===== src/rtl/vrs_pkg.sv =====
package vrs_pkg;
  localparam int unsigned DAC_W = 12;
  typedef logic [DAC_W-1:0] hmv_t;

  localparam int unsigned BOOT_HMV  = 2200;
  localparam int unsigned TOP_HMV   = 3000;
  localparam int unsigned VID_LSB   = 25;
  localparam int unsigned STEP_BOOT = 5;
  localparam int unsigned STEP_NORM = 10;
  localparam int unsigned STEP_FAST = 20;

  typedef enum logic [2:0] {
    S_IDLE, S_DLY, S_ARM, S_RAMP1, S_QUAL, S_SLEW2, S_RUN
  } seq_state_e;

  function automatic hmv_t vid_to_hmv(input logic [6:0] code);
    int unsigned drop;
    drop = int'(code) * VID_LSB;
    if (drop >= TOP_HMV) return '0;
    return hmv_t'(TOP_HMV - drop);
  endfunction

  function automatic hmv_t step_for(input logic boot_phase, input logic gpu, input logic lp);
    if (boot_phase) return hmv_t'(STEP_BOOT);
    if (gpu && lp)  return hmv_t'(STEP_FAST);
    return hmv_t'(STEP_NORM);
  endfunction

  function automatic hmv_t slew_toward(input hmv_t cur, input hmv_t tgt, input hmv_t step);
    if (cur < tgt) return ((tgt - cur) > step) ? cur + step : tgt;
    if (cur > tgt) return ((cur - tgt) > step) ? cur - step : tgt;
    return cur;
  endfunction
endpackage


===== src/rtl/vrs_tick.sv =====
module vrs_tick #(
  parameter int unsigned DIV = 250
) (
  input  logic clk,
  input  logic rst_n,
  output logic tick
);
  localparam int unsigned CW = (DIV > 1) ? $clog2(DIV) : 1;

  generate
    if (DIV > 1) begin : g_div
      logic [CW-1:0] cnt;
      always_ff @(posedge clk or negedge rst_n) begin
        if (!rst_n)                   cnt <= '0;
        else if (cnt == CW'(DIV - 1)) cnt <= '0;
        else                          cnt <= cnt + 1'b1;
      end
      assign tick = (cnt == CW'(DIV - 1));
    end else begin : g_pass
      assign tick = 1'b1;
    end
  endgenerate
endmodule


===== src/rtl/vrs_us_timer.sv =====
module vrs_us_timer #(
  parameter int unsigned LIMIT = 120
) (
  input  logic clk,
  input  logic rst_n,
  input  logic run,
  input  logic tick,
  output logic done
);
  localparam int unsigned CW = $clog2(LIMIT + 1);
  logic [CW-1:0] cnt;

  assign done = (cnt == CW'(LIMIT));

  always_ff @(posedge clk or negedge rst_n) begin
    if (!rst_n)              cnt <= '0;
    else if (!run)           cnt <= '0;
    else if (tick && !done)  cnt <= cnt + 1'b1;
  end
endmodule


===== src/rtl/vrs_qual.sv =====
module vrs_qual #(
  parameter int unsigned CYCLES = 13
) (
  input  logic clk,
  input  logic rst_n,
  input  logic arm,
  input  logic pwm_pulse,
  input  logic in_win,
  output logic done
);
  localparam int unsigned CW = $clog2(CYCLES + 1);
  logic [CW-1:0] cnt;

  assign done = arm && pwm_pulse && in_win && (cnt == CW'(CYCLES - 1));

  always_ff @(posedge clk or negedge rst_n) begin
    if (!rst_n)          cnt <= '0;
    else if (!arm)       cnt <= '0;
    else if (pwm_pulse)  cnt <= in_win ? ((cnt == CW'(CYCLES)) ? cnt : cnt + 1'b1) : '0;
  end
endmodule


===== src/rtl/vrs_startup_seq.sv =====
module vrs_startup_seq #(
  parameter int unsigned CLK_PER_US  = 250,
  parameter int unsigned EN_DELAY_US = 120,
  parameter int unsigned PG_DELAY_US = 7000,
  parameter int unsigned QUAL_CYCLES = 13
) (
  input  logic        clk,
  input  logic        rst_n,
  input  logic        por_ok,
  input  logic        vr_en,
  input  logic [6:0]  vid,
  input  logic        lp_sel,
  input  logic        gpu_mode,
  input  logic        in_win,
  input  logic        pwm_pulse,
  output logic [11:0] dac_code,
  output logic        clk_en_n,
  output logic        pwr_good
);
  import vrs_pkg::*;

  seq_state_e state, state_nx;
  hmv_t dac_q, target, step;
  logic us_tick, dly_done, pg_done, qual_done;
  logic ramping, boot_phase, at_tgt, abort;

  vrs_tick #(.DIV(CLK_PER_US)) u_tick (.clk(clk), .rst_n(rst_n), .tick(us_tick));

  vrs_us_timer #(.LIMIT(EN_DELAY_US)) u_dly (
    .clk(clk), .rst_n(rst_n), .run(state == S_DLY), .tick(us_tick), .done(dly_done));

  vrs_us_timer #(.LIMIT(PG_DELAY_US)) u_pg (
    .clk(clk), .rst_n(rst_n), .run(ramping), .tick(us_tick), .done(pg_done));

  vrs_qual #(.CYCLES(QUAL_CYCLES)) u_qual (
    .clk(clk), .rst_n(rst_n), .arm(state == S_QUAL), .pwm_pulse(pwm_pulse),
    .in_win(in_win), .done(qual_done));

  assign abort      = !por_ok || !vr_en;
  assign ramping    = (state == S_RAMP1) || (state == S_QUAL) ||
                      (state == S_SLEW2) || (state == S_RUN);
  assign boot_phase = !gpu_mode && ((state == S_RAMP1) || (state == S_QUAL));
  assign target     = boot_phase ? hmv_t'(BOOT_HMV) : vid_to_hmv(vid);
  assign step       = step_for(boot_phase, gpu_mode, lp_sel);
  assign at_tgt     = (dac_q == target);

  always_comb begin
    state_nx = state;
    unique case (state)
      S_IDLE:  if (por_ok) state_nx = S_DLY;
      S_DLY:   if (dly_done) state_nx = S_ARM;
      S_ARM:   if (vr_en) state_nx = S_RAMP1;
      S_RAMP1: if (at_tgt) state_nx = S_QUAL;
      S_QUAL:  if (qual_done) state_nx = gpu_mode ? S_RUN : S_SLEW2;
      S_SLEW2: if (at_tgt) state_nx = S_RUN;
      S_RUN:   state_nx = S_RUN;
      default: state_nx = S_IDLE;
    endcase
    if (!por_ok) state_nx = S_IDLE;
    else if (!vr_en && ramping) state_nx = S_IDLE;
  end

  always_ff @(posedge clk or negedge rst_n) begin
    if (!rst_n) begin
      state <= S_IDLE;
      dac_q <= '0;
    end else begin
      state <= state_nx;
      if (abort || !ramping) dac_q <= '0;
      else if (us_tick)      dac_q <= slew_toward(dac_q, target, step);
    end
  end

  assign dac_code = dac_q;
  assign clk_en_n = !((state == S_SLEW2) || (state == S_RUN));
  assign pwr_good = (state == S_RUN) && pg_done;
endmodule


===== config.mk =====
export PLATFORM = sky130hd
export DESIGN_NAME = vrs_startup_seq
export DESIGN_NICKNAME = d
export VERILOG_FILES = /design/src/rtl/vrs_pkg.sv /design/src/rtl/vrs_tick.sv /design/src/rtl/vrs_us_timer.sv /design/src/rtl/vrs_qual.sv /design/src/rtl/vrs_startup_seq.sv
export SDC_FILE = /design/constraint.sdc
export NUM_CORES = 1
export LEC_CHECK = 0
export CAP_MARGIN = 20
export CORE_MARGIN = 5
export CORE_UTILIZATION = 50
export CTS_CLUSTER_SIZE = 40
export DETAILED_ROUTE_END_ITERATION = 16
export GPL_TIMING_DRIVEN = 0
export PLACE_DENSITY_LB_ADDON = 0.25
export SYNTH_ARGS = -nofsm -noshare
export SYNTH_HDL_FRONTEND = slang
export SYNTH_HIERARCHICAL = 1
export SYNTH_SLANG_ARGS = --single-unit

===== constraint.sdc =====
create_clock -name clk -period 12.85 [get_ports clk]
set_clock_uncertainty 0.2 [all_clocks]
set_input_delay 1.285 -clock clk [delete_from_list [all_inputs] [get_ports clk]]
set_output_delay 1.285 -clock clk [all_outputs]
set_load 0.02 [all_outputs]

Word-level counts from Yosys, hierarchy flattened
Cells that the tools add are included.
{ "totals": {"reg_bits": 47, "input_bits": 15, "out_inout_bits": 14, "elab_cells": 114} }
{ "op_classes": {"n_addsub": 9, "mul": 1, "order_cmp": 5, "eq_ne": 21, "mux": 44, "n_reduce_logical": 28} }
{ "op_table": {"columns": ["cell", "n"], "rows": [
  ["12-bit two-way mux", 15],
  ["12-bit greater-than comparator", 3],
  ["12-bit subtractor", 3],
  ["13-bit two-way mux", 2],
  ["3-bit two-way mux", 7],
  ["3-bit case mux with 7 select lines", 1],
  ["4-bit two-way mux", 4],
  ["4-bit inequality test, second input constant", 4],
  ["7-bit two-way mux", 2],
  ["13-bit by 1-bit adder with 13-bit output, second input constant", 1],
  ["13-bit equality test, second input constant", 1],
  ["12-bit adder", 1],
  ["12-bit equality test", 1],
  ["12-bit greater-or-equal comparator, second input constant", 1],
  ["12-bit less-than comparator", 1],
  ["7-bit by 5-bit multiplier with 12-bit output, second input constant", 1],
  ["12-bit subtractor, first input constant", 1],
  ["1-bit two-way mux", 11],
  ["3-bit equality test, second input constant", 3],
  ["1-bit logical AND", 9],
  ["8-bit by 1-bit adder with 8-bit output, second input constant", 1],
  ["4-bit equality test, second input constant", 2],
  ["8-bit equality test, second input constant", 1],
  ["8-bit two-way mux", 1],
  ["other kinds (17)", 31]
]} }

Longest topological paths before layout
Gate-level depths: netlist of the first run.
{ "logic_depth": {"depth_word": 16, "depth_mapped": 30, "depth_no_buf": 28} }

By module
The synthesis of the first run kept the hierarchy.
{ "modules_own_cells": {"columns": ["module", "instances", "cells_each", "area_each_um2", "seq_area_each_um2"], "rows": [
  ["vrs_startup_seq", 1, 584, 4306.6, 375.4],
  ["vrs_us_timer at u_pg", 1, 78, 748.2, 325.3],
  ["vrs_tick", 1, 41, 394.1, 200.2],
  ["vrs_us_timer at u_dly", 1, 41, 379.1, 175.2],
  ["vrs_qual", 1, 31, 285.3, 100.1]
]} }

Worst setup path before layout of the first run
Ideal clock, no wire load.
{ "synth_timing": {"kind": "input -> register", "from": "input port vid[1]", "to": "register dac_q[0], in the netlist dac_code[0]", "setup_ns": 0.078, "arrival_ns": 7.515, "t_required_ns": 12.572, "slack_ns": 5.057, "stages": 29, "n_path_buf": 2, "cell_sequence": "inv_1 ha_1 ha_1 ha_1 inv_1 fa_1 nand2b_1 a21o_1 a211oi_2 o31a_1 o21ai_1 or2_2 ha_1 clkbuf_1 o2bb2ai_1 and3_1 o311ai_0 nand3_1 xnor2_1 ha_1 o21a_1 o22ai_1 o311ai_1 or4_4 nor4_4 or2_1 buf_6 mux2_1 a21oi_1"} }
{ "synth_between": {"elab_chain_len": 14, "word_cells_on_any_way": 29, "classes_between": "3 x add/sub; 1 x mul; 5 x order compare; 18 x mux; 2 x reduce/logical"} }
{ "synth_rtl": {"columns": ["element", "line_no", "source"], "rows": [
  ["from (decl)", "vrs_startup_seq.sv:11", "input logic [6:0] vid,"],
  ["7-bit by 5-bit multiplier with 12-bit output (*)", "vrs_pkg.sv:18", "drop = int'(code) * VID_LSB;"],
  ["12-bit greater-or-equal comparator", "vrs_pkg.sv:19", "if (drop >= TOP_HMV) return '0;"],
  ["1-bit two-way mux", "vrs_pkg.sv:19", null],
  ["12-bit two-way mux (*)", "vrs_pkg.sv:20", "return hmv_t'(TOP_HMV - drop);"],
  ["12-bit two-way mux (*)", "vrs_startup_seq.sv:43", "assign target = boot_phase ? hmv_t'(BOOT_HMV) : vid_to_hmv(vid);"],
  ["12-bit subtractor", "vrs_pkg.sv:30", "if (cur < tgt) return ((tgt - cur) > step) ? cur + step : tgt;"],
  ["12-bit greater-than comparator", "vrs_pkg.sv:30", null],
  ["12-bit two-way mux (2 in series)", "vrs_pkg.sv:30", null],
  ["12-bit two-way mux", "vrs_pkg.sv:31", "if (cur > tgt) return ((cur - tgt) > step) ? cur - step : tgt;"],
  ["12-bit two-way mux", "vrs_pkg.sv:32", "return cur;"],
  ["12-bit two-way mux", "vrs_pkg.sv:31", null],
  ["12-bit two-way mux", "vrs_startup_seq.sv:70", "else if (us_tick) dac_q <= slew_toward(dac_q, target, step);"],
  ["12-bit two-way mux", "vrs_startup_seq.sv:69", "if (abort || !ramping) dac_q <= '0;"],
  ["to (signal assigned)", "vrs_startup_seq.sv:70", null],
  ["to (decl)", "vrs_startup_seq.sv:23", "hmv_t dac_q, target, step;"]
]} }
Mark *: on every way between the ends. The rest lies on a longest branch, timed or not. The select of a mux whose other input is x is not followed.
A chain may end at the register's enable or synchronous reset.

Worst setup path in the final report of the first run
{ "layout_timing": {"from": "input port vid[0]", "to": "register dac_q[0], in the netlist dac_code[0]"} }
Same word-level chain as after synthesis.

==> flow_metrics.env, run 1 <==
export IMPL_portBuffers=28
export IMPL_drv_cap=0
export IMPL_yosysWarnings=6
export IMPL_p_per_area_nw_per_um2=142
export IMPL_crit_type="in -> reg"
export IMPL_place_congestion=0.998
export IMPL_overflow=0
export IMPL_die_x_um=121
export IMPL_clock_root_buffer="clkbuf_16"
export IMPL_slew_limit_headroom_pct=48.2
export IMPL_fin_cells=961
export IMPL_post_route_drc_count=0
export IMPL_synthArstFlopShare_pct=100
export IMPL_critPathRequiredTime_ns=12.87
export IMPL_reg2regPathDepth=21
export IMPL_grt_max_degree=28
export IMPL_seq_area_um2=1180
export IMPL_cts_htree_levels=2
export IMPL_synth_seq_cells=47
export IMPL_dr_wl_met3_um=709
export IMPL_synthFlopType="dfrtp_1"
export IMPL_ys_types=91
export IMPL_dp_cells=952
export IMPL_fin_area_um2=6760
export IMPL_status="finished, final reports clean"
export IMPL_cts_buffer_depth=2
export IMPL_antenna_cells=0
export IMPL_routed_top_layer="met4"
export IMPL_crit_arrival_ns=9.29
export IMPL_crit_slowest_cell="clkdlybuf4s50_1"
export IMPL_syn_area_per_cell_um2=7.89
export IMPL_r2r_start="state[1]$_DFFE_PN0P_"
export IMPL_setup_viol=0
export IMPL_finalNetCount=908
export IMPL_hold_violations=0
export IMPL_drt_vias_per_instance=6.25
export IMPL_ctsResizeCount=0
export IMPL_boundaryPins=29
export IMPL_fin_crit_sh_pct=72.2
export IMPL_first_pass_iters=5
export IMPL_endpoint="dac_code[0]$_DFFE_PN0P_"
export IMPL_vias=6011
export IMPL_wl_met1_um=7970
export IMPL_area_growth_pct=10.5
export IMPL_setup_tns_final_ns=0
export IMPL_antenna_found_initial=0
export IMPL_setup_worst_path_start="vid[0]"
export IMPL_totalWireLength_um=16900
export IMPL_dp_hpwl_um=13500
export IMPL_grt_pass1_wl_um=28300
export IMPL_leakagePower_nw=2.85
export IMPL_hold_buffers=0
export IMPL_multi_input_area_um2=4620
export IMPL_hp_class="reg -> reg"
export IMPL_ant_nets=0
export IMPL_coreArea_um2=12000
export IMPL_synth_edf_count=0
export IMPL_place_area_um2=6600
export IMPL_insertion_delay_ns=0.30
export IMPL_n_fill_cell=1118
export IMPL_syn_num_nets=870
export IMPL_die_h_um=121
export IMPL_finalMaxSlewViolations=0
export IMPL_final_core_util_pct=56.3
export IMPL_reg2reg_slack_ns=6.74
export IMPL_cts_reportedPaths_clkPinSlew_ns=0.08
export IMPL_grt_pass1_vias=5888
export IMPL_startpoint_type="input port"
export IMPL_netlist_instances=775
export IMPL_path_common_cell="ha_1"
export IMPL_r2r_end="dac_code[0]$_DFFE_PN0P_"
export IMPL_drtIter0Drc=491
export IMPL_drive_gt1_share_pct=6.02
export IMPL_yosysSeqAreaShare_pct=19.2
export IMPL_placementRows=40
export IMPL_worst_pin_slew_ns=0.777
export IMPL_rsz0062_at_grt="no"
export IMPL_postCtsSetupRepairBufs=0
export IMPL_post_route_min_period_ns=9.27
export IMPL_netlist_area_um2=6110
export IMPL_wire_per_inst_um=17.5
export IMPL_wl_met2_um=7800
export IMPL_cts_buffers=5
export IMPL_grt_usage_pct=23.4
export IMPL_initial_core_util_pct=50.9
export IMPL_cp_end_kind="flop"
export IMPL_cts_sinks=47
export IMPL_cts_tree="yes"
export IMPL_timing_fmax_ghz=0.108
export IMPL_cp_max_fo=10
export IMPL_slowest_delay_ns=0.65
export IMPL_peakVddDrop_v=0.000147
export IMPL_die_area_um2=14500
==> cells in the mapped netlist (12+ instances only) <==
cell       n  area, um^2
o21a_1    13        97.6
nor2b_1   12        75.1
dfrtp_1   47        1180
ha_1      75         938
nand2_1   85         319
clkbuf_1  18        67.6
inv_1     56         210
xor2_1    13         114
xnor2_1   23         201
nand2b_1  14        87.6
mux2i_1   14         140
a21oi_1   51         255
nand3_1   31         155
o21ai_0   43         215
nand4_1   12        75.1
nor2_1    53         199
==> where the power goes <==
group	switching, mW	leakage (nW)	internal, mW
registers	0.00278	0.641	0.150
clock network	0.0674	0.0723	0.0745
logic	0.423	2.14	0.243
==> per-stage QoR <==
step	power, mW	hold slack, ns	worst slack (ns)
3_5_place_dp	0.802	0.312	3.37
5_1_grt	1.04	0.347	3.12
2_1_floorplan	0.653	0.279	5.06
6_report	0.961	0.323	3.58
4_1_cts	0.946	0.326	3.67
3_3_place_gp	0.784	0.299	3.47
==> cells in the final DEF (no fill, tap or decap), types with 5 or more instances in the layout <==
| cell | synthesis | routed |
|---|---|---|
| o21a_1 | 13 | 13 |
| xnor2_1 | 23 | 23 |
| o21ai_0 | 43 | 43 |
| nand2_1 | 85 | 85 |
| and2_1 | 9 | 9 |
| nand4_1 | 12 | 12 |
| nand2b_1 | 14 | 14 |
| dfrtp_1 | 47 | 47 |
| o31ai_1 | 11 | 11 |
| a31oi_1 | 8 | 8 |
| or4_1 | 5 | 5 |
| a21oi_1 | 51 | 51 |
| nor3_1 | 9 | 9 |
| and3_1 | 5 | 5 |
| or3_1 | 11 | 11 |
| a21o_1 | 11 | 11 |
| a211oi_1 | 6 | 6 |
| inv_1 | 56 | 56 |
| clkbuf_16 | 0 | 5 |
| nor2b_1 | 12 | 12 |
| o21bai_1 | 7 | 7 |
| clkdlybuf4s50_1 | 0 | 27 |
| clkbuf_1 | 18 | 18 |
| fa_1 | 5 | 5 |
| mux2i_1 | 14 | 14 |
| nand3_1 | 31 | 31 |
| o2111ai_1 | 7 | 7 |
| ha_1 | 75 | 75 |
| nor4_1 | 8 | 8 |
| xor2_1 | 13 | 13 |
| nor2_1 | 53 | 53 |
| o211ai_1 | 9 | 9 |
==> flip-flops by register name (all words and copies together) (netlist names) <==
name              flops
u_tick/g_div.cnt      8
u_pg/cnt             13
u_dly/cnt             7
u_qual/cnt            4
state                 3
dac_code             12
==> cell type report <==
cell class              instances  area share (%)
flip-flops and latches         47            17.4
inverters                      57            3.17
well taps                     147            2.72
repair buffers                 31            4.55
clock inverters                 3           0.407
plain buffers                  24            1.54
clock buffers                   5            1.85
multi-input cells             647            68.4
==> critical path, delay by kind of cell <==
kind	cells	cell delay (ns)
AOI/OAI and AO/OA	10	2.30
xor gates and xnor gates	1	0.14
adders and majority gates	6	1.88
buffers and inverters	5	1.32
muxes	1	0.32
and+or+nand+nor	7	2.04
==> worst min-delay path by stage <==
stage | from | endpoint | slack, ns | cells after the start
floorplan | u_tick/g_div.cnt[0]$_DFF_PN0_ | u_tick/g_div.cnt[0]$_DFF_PN0_ | 0.28 | 1
global placement | u_tick/g_div.cnt[0]$_DFF_PN0_ | u_tick/g_div.cnt[0]$_DFF_PN0_ | 0.30 | 1
detailed placement | u_tick/g_div.cnt[0]$_DFF_PN0_ | u_tick/g_div.cnt[0]$_DFF_PN0_ | 0.31 | 1
CTS | u_tick/g_div.cnt[0]$_DFF_PN0_ | u_tick/g_div.cnt[0]$_DFF_PN0_ | 0.33 | 1
global route | u_tick/g_div.cnt[0]$_DFF_PN0_ | u_tick/g_div.cnt[0]$_DFF_PN0_ | 0.35 | 1
finish | u_tick/g_div.cnt[0]$_DFF_PN0_ | u_tick/g_div.cnt[0]$_DFF_PN0_ | 0.32 | 1
==> kinds of logic (layout without fill, tap and decap cells) <==
kind of cell / Yosys count / count (layout) / share of synthesized area, %
simple gates: 287 / 287 / 24.9
compound gates: 226 / 226 / 25.4
buf+inv: 81 / 120 / 5.20
fa+ha+maj: 80 / 80 / 17.0
flops: 47 / 47 / 19.2
xor+xnor: 37 / 37 / 5.42
mux: 17 / 17 / 2.84
==> metal layers <==
layer	track usage (%)	vias to the layer above
met5	0	-
met4	7.51	0
met3	2.57	30
met2	38.6	164
met1	32.2	2899
li1	-	2918
(Power assumes the default switching activity.)
==> run 2, diff against run 1 <==
==> constraint.sdc (replaced) <==
create_clock -name clk -period 9.67 [get_ports clk]
set_clock_uncertainty 0.2 [all_clocks]
set_input_delay 0.967 -clock clk [delete_from_list [all_inputs] [get_ports clk]]
set_output_delay 0.967 -clock clk [all_outputs]
set_load 0.02 [all_outputs]
==> results of run 2 <==
The final DEF is identical to that of run 1. Status: finished, final reports clean.
Main changes from that run: setup slack after placement 3.37 ns -> 0.503 ns; setup slack after layout 3.58 ns -> 0.715 ns; register-to-register setup slack 6.74 ns -> 3.56 ns; total power 0.961 mW -> 1.28 mW; worst IR drop on VDD 0.000147 V -> 0.000195 V
